--- src/rtl/cascade_ack_vector.sv ---
module cascade_ack_vector #(
  parameter int SLICE_W = 8,
  parameter int VEC_W = 8,
  parameter logic [SLICE_W-1:0] M_TRIG_MASK = 8'hF8,
  parameter logic [SLICE_W-1:0] S_TRIG_MASK = 8'hDE,
  parameter int CASC_LINE = 2,
  localparam int IDX_W = $clog2(SLICE_W),
  localparam int LINES = 2 * SLICE_W,
  localparam int BASE_W = VEC_W - IDX_W
) (
  input  logic              clk,
  input  logic              rst_n,
  input  logic [LINES-1:0]  irq_in,
  input  logic              m_win_vld,
  input  logic [IDX_W-1:0]  m_win_idx,
  input  logic              s_win_vld,
  input  logic [IDX_W-1:0]  s_win_idx,
  input  logic [BASE_W-1:0] m_base,
  input  logic [BASE_W-1:0] s_base,
  input  logic              m_aeoi,
  input  logic              s_aeoi,
  input  logic              m_rot_aeoi,
  input  logic              s_rot_aeoi,
  input  logic              ack,
  input  logic              trig_we,
  input  logic              trig_sel,
  input  logic [SLICE_W-1:0] trig_wdata,
  output logic              cpu_int,
  output logic [VEC_W-1:0]  vector,
  output logic [LINES-1:0]  irr,
  output logic [LINES-1:0]  isr,
  output logic [IDX_W-1:0]  m_prio_base,
  output logic [IDX_W-1:0]  s_prio_base,
  output logic [SLICE_W-1:0] m_trig,
  output logic [SLICE_W-1:0] s_trig
);

  localparam logic [IDX_W-1:0] SPUR = IDX_W'(SLICE_W - 1);
  localparam logic [IDX_W-1:0] CASC = IDX_W'(CASC_LINE);

  logic [LINES-1:0] lvl, last_q, trig_all, aeoi_all, take, rise;
  logic [SLICE_W-1:0] m_oh, s_oh;
  logic m_take, casc_sel, s_take;

  assign cpu_int  = m_win_vld;
  assign casc_sel = (m_win_idx == CASC);
  assign m_take   = ack & m_win_vld;
  assign s_take   = m_take & casc_sel & s_win_vld;
  assign m_oh     = m_take ? (SLICE_W'(1) << m_win_idx) : '0;
  assign s_oh     = s_take ? (SLICE_W'(1) << s_win_idx) : '0;
  assign take     = {s_oh, m_oh};
  assign trig_all = {s_trig, m_trig};
  assign aeoi_all = {{SLICE_W{s_aeoi}}, {SLICE_W{m_aeoi}}};

  always_comb begin
    lvl = irq_in;
    lvl[CASC_LINE] = s_win_vld;
  end

  assign rise = lvl & ~last_q;

  always_comb begin
    if (!m_win_vld)
      vector = {m_base, SPUR};
    else if (casc_sel)
      vector = s_win_vld ? {s_base, s_win_idx} : {s_base, SPUR};
    else
      vector = {m_base, m_win_idx};
  end

  always_ff @(posedge clk or negedge rst_n) begin
    if (!rst_n) begin
      irr    <= '0;
      isr    <= '0;
      last_q <= '0;
    end else begin
      last_q <= lvl;
      isr    <= (isr & ~take) | (take & ~aeoi_all);
      irr    <= (trig_all & lvl) | (~trig_all & ((irr & ~take) | rise));
    end
  end

  always_ff @(posedge clk or negedge rst_n) begin
    if (!rst_n) begin
      m_prio_base <= '0;
      s_prio_base <= '0;
    end else begin
      if (m_take && m_aeoi && m_rot_aeoi)
        m_prio_base <= m_win_idx + IDX_W'(1);
      if (s_take && s_aeoi && s_rot_aeoi)
        s_prio_base <= s_win_idx + IDX_W'(1);
    end
  end

  always_ff @(posedge clk or negedge rst_n) begin
    if (!rst_n) begin
      m_trig <= '0;
      s_trig <= '0;
    end else if (trig_we) begin
      if (trig_sel)
        s_trig <= trig_wdata & S_TRIG_MASK;
      else
        m_trig <= trig_wdata & M_TRIG_MASK;
    end
  end

endmodule

--- config.mk ---
export PLATFORM = sky130hd
export DESIGN_NAME = cascade_ack_vector
export DESIGN_NICKNAME = d
export VERILOG_FILES = /design/src/rtl/cascade_ack_vector.sv
export SDC_FILE = /design/constraint.sdc
export NUM_CORES = 1
export LEC_CHECK = 0
export ABC_AREA = 1
export BUFFER_PORTS_ARGS = -buffer_cell sky130_fd_sc_hd__buf_2
export CELL_PAD_IN_SITES_DETAIL_PLACEMENT = 1
export CELL_PAD_IN_SITES_GLOBAL_PLACEMENT = 2
export CORE_MARGIN = 2
export CORE_UTILIZATION = 27
export DETAILED_ROUTE_END_ITERATION = 10
export HOLD_SLACK_MARGIN = 0.06
export PLACE_DENSITY = 0.74
export SYNTH_ARGS = -nofsm -noshare
export SYNTH_HDL_FRONTEND = slang
export SYNTH_SLANG_ARGS = --single-unit
--- constraint.sdc ---
create_clock -name clk -period 1 [get_ports clk]
set_input_delay 0.1 -clock clk [delete_from_list [all_inputs] [get_ports clk]]
set_output_delay 0.1 -clock clk [all_outputs]
set_load 0.02 [all_outputs]
==> flow_metrics.py <==
metrics = {
    "sta": {
        "fin_crit_ns": 1.01,
        "rsz0062_at_grt": "yes",
        "layout_setup_ws_ns": -0.0138,
        "setup_tns_ns": -0.0410,
        "timing.final.crit_share_pct": 101,
        "maxSlewViolCount": 0,
        "worst_clock_skew_ns": 0.00887,
        "setup_viol": 7,
        "hold_violations": 0,
        "fmax_mhz": 986,
    },
    "grt": {
        "grt_antenna_before_repair": 0,
        "track_usage_pct": 16.6,
        "grt_pass1_vias": 2972,
        "grt_max_degree": 66,
        "grt_pass1_wl_mm": 14.6,
        "grtUsageMet1_pct": 20.9,
        "busiest_layer": "met2",
        "grt_remaining_overflow": 0,
        "use_met3_pct": 3.34,
        "grt_util_met2_pct": 27.6,
    },
    "run": {
        "cap_viol_max_count": 0,
    },
    "synthesis": {
        "syn_area_um2": 2860,
        "ys_dominant_reg_cell": "dfrtp_1",
        "synth_edf_count": 0,
        "synth.distinct_cells": 21,
        "synthArstFlopShare_pct": 100,
        "synth.most_common_cell": "nand2_1",
        "ys_seq_area_share_pct": 56.9,
        "synth.largest_area_cell": "dfrtp_1",
        "avgSynthCellArea_um2": 8.99,
        "synth_top_area_share_pct": 56.9,
        "netlist_instances": 318,
        "synth_common_cells": "nand2_1, dfrtp_1, inv_1",
        "yosysWarnings": 0,
        "ys_ff_latch": 65,
        "ys_top_cells_by_area": "dfrtp_1, nand2_1, inv_1, ha_1, o21ai_0",
    },
    "placement": {
        "port_buffers": 106,
        "dp_hpwl_mm": 6.16,
        "gp_congestion": 0.737,
    },
    "routing": {
        "dr_total_vias": 2781,
        "drt_iter0_drc": 115,
        "route.detailed.drc": 0,
        "ant_nets": 0,
        "wire_per_inst_um": 14.0,
        "firstDrtPassIters": 4,
        "viasPerCell": 4.29,
        "routed_wl_mm": 9.04,
    },
    "finish": {
        "antenna_cells": 0,
        "area_growth_syn_to_layout_pct": 68.7,
        "nets": 570,
        "final_layout_size_suffix_gt1_share_pct": 38.9,
    },
    "power_and_ir_drop": {
        "max-vdd-ir-drop_mv": 0.558,
        "power.total_mw": 7.41,
        "p_sw_share_pct": 31.7,
        "seq_power_share_pct": 42.4,
        "intPower_mw": 5.06,
        "power_leakage_nw": 2.54,
        "powerDensity_nw_per_um2": 1540,
        "switchingPower_mw": 2.35,
        "combPwrFrac_pct": 29.5,
        "pwr-share-clk_pct": 28.1,
    },
    "clock_network": {
        "cts_root_buf": "clkbuf_8",
        "cts.path.max_buffers": 2,
        "numCtsBuffers": 9,
        "clk_latency_ns": 0.36,
        "clk_pin_slew_ns": 0.08,
        "cts.sinks": 65,
        "htree_levels": 3,
        "cts_tree": "built",
    },
    "setup_path": {
        "slowest_stage": "dfrtp_1",
        "path_class": "reg2out",
        "slowest_delay_ns": 0.41,
        "worstPathMaxFanout": 2,
        "path_delay_family": "flip-flops",
        "critical_path.cell_chain": "buf_6",
        "cp.arrival_ns": 0.91,
        "cp.required_ns": 0.90,
        "endpoint_kind": "output port",
        "cp.depth": 1,
        "path_buf_inv": 1,
        "rr_worst_depth": 6,
        "start_kind": "flip-flop",
    },
    "die": {
        "fp-row-count": 37,
        "pin_count": 114,
        "core_um2": 10300,
        "die_h_um": 107,
        "die_w_um": 107,
        "die_area_um2": 11400,
        "start_util_pct": 27.7,
    },
    "worst_hold_path": {
        "min_path_type": "in2reg",
        "hold_depth": 4,
    },
    "status": {
        "violations": "setup timing",
        "status": "finished, violations left",
    },
}
## cells by family after synthesis
family	Yosys count	share of synthesized area, %
AND/OR/NAND/NOR	148	22.5
flip-flops	65	56.9
buffers and inverters	54	8.41
AO/OA/AOI/OAI	38	6.83
adder cells (fa/ha/maj)	12	5.25
other	1	0.131
## what timing repair did
action,4_1_cts,5_1_grt
resized for setup,106,34
setup endpoints to repair,55,70
hold buffers,28,0
hold endpoints to repair,108,0
cloned,0,0
pin swaps,4,7
setup buffers,21,14
## through the flow
step           cell area (um2)  instances  hold slack, ns  setup slack (ns)  util [%]
2_1_floorplan             2900        322          -0.196            0.0138         -
3_3_place_gp              3670        570           0.145            -0.135      35.5
3_5_place_dp              3670        570           0.151            -0.157      35.5
4_1_cts                   4600        634          0.0823           -0.0326      44.6
5_1_grt                   4820        648           0.132           -0.0478      46.7
6_report                  4820        648           0.124           -0.0138      46.7
## placed cells by master (no fill, tap or decap), types with 14 or more instances in the layout
master / synthesis / routed
nand3_1: 18 / 17
nor2_1: 15 / 14
nand2_1: 96 / 84
buf_4: 7 / 47
o21ai_0: 30 / 24
buf_6: 1 / 58
buf_2: 2 / 49
dlygate4sd3_1: 0 / 28
dfrtp_1: 65 / 65
inv_1: 42 / 39
## final cells by class
cell class / instances / area [um2]
inverter: 43 / 166
timing repair buffer: 185 / 1590
clock inverter: 5 / 30.0
sequential: 65 / 1630
tap: 136 / 170
clock buffer: 11 / 151
fill: 1218 / 5500
multi-input combinational: 203 / 1080
## worst min-delay path, cell delays in order
cell and delay, ns:
buf_2 0.13, nand2_1 0.08, o21ai_0 0.08, nand2_1 0.06
## worst paths after layout
kind                            slack (ns)  startpoint              to
worst max register to register        0.07     irr[11]         irr[11]
worst min-delay path                  0.12      m_aeoi  m_prio_base[1]
min in group asynchronous             0.28       rst_n       last_q[5]
max in group asynchronous             0.40       rst_n          irr[8]
worst max-delay path                 -0.01   flip-flop         isr[15]
worst min register to register        0.43   last_q[1]          irr[1]
## power groups by stage
stage,Combinational [mW],Clock [mW],Sequential [mW]
2_1_floorplan,0.474,0,3.45
3_3_place_gp,1.42,0,3.14
3_5_place_dp,1.45,0,3.15
4_1_cts,2.03,2.18,3.14
5_1_grt,2.38,2.30,3.17
6_report,2.19,2.08,3.14
## metal layers
layer  wire (um)  share of wire, %
met5           0                 0
met4         155               1.7
met3         412               4.6
met2        4460                49
met1        4010                44
Power figures use the tool's default switching activity.
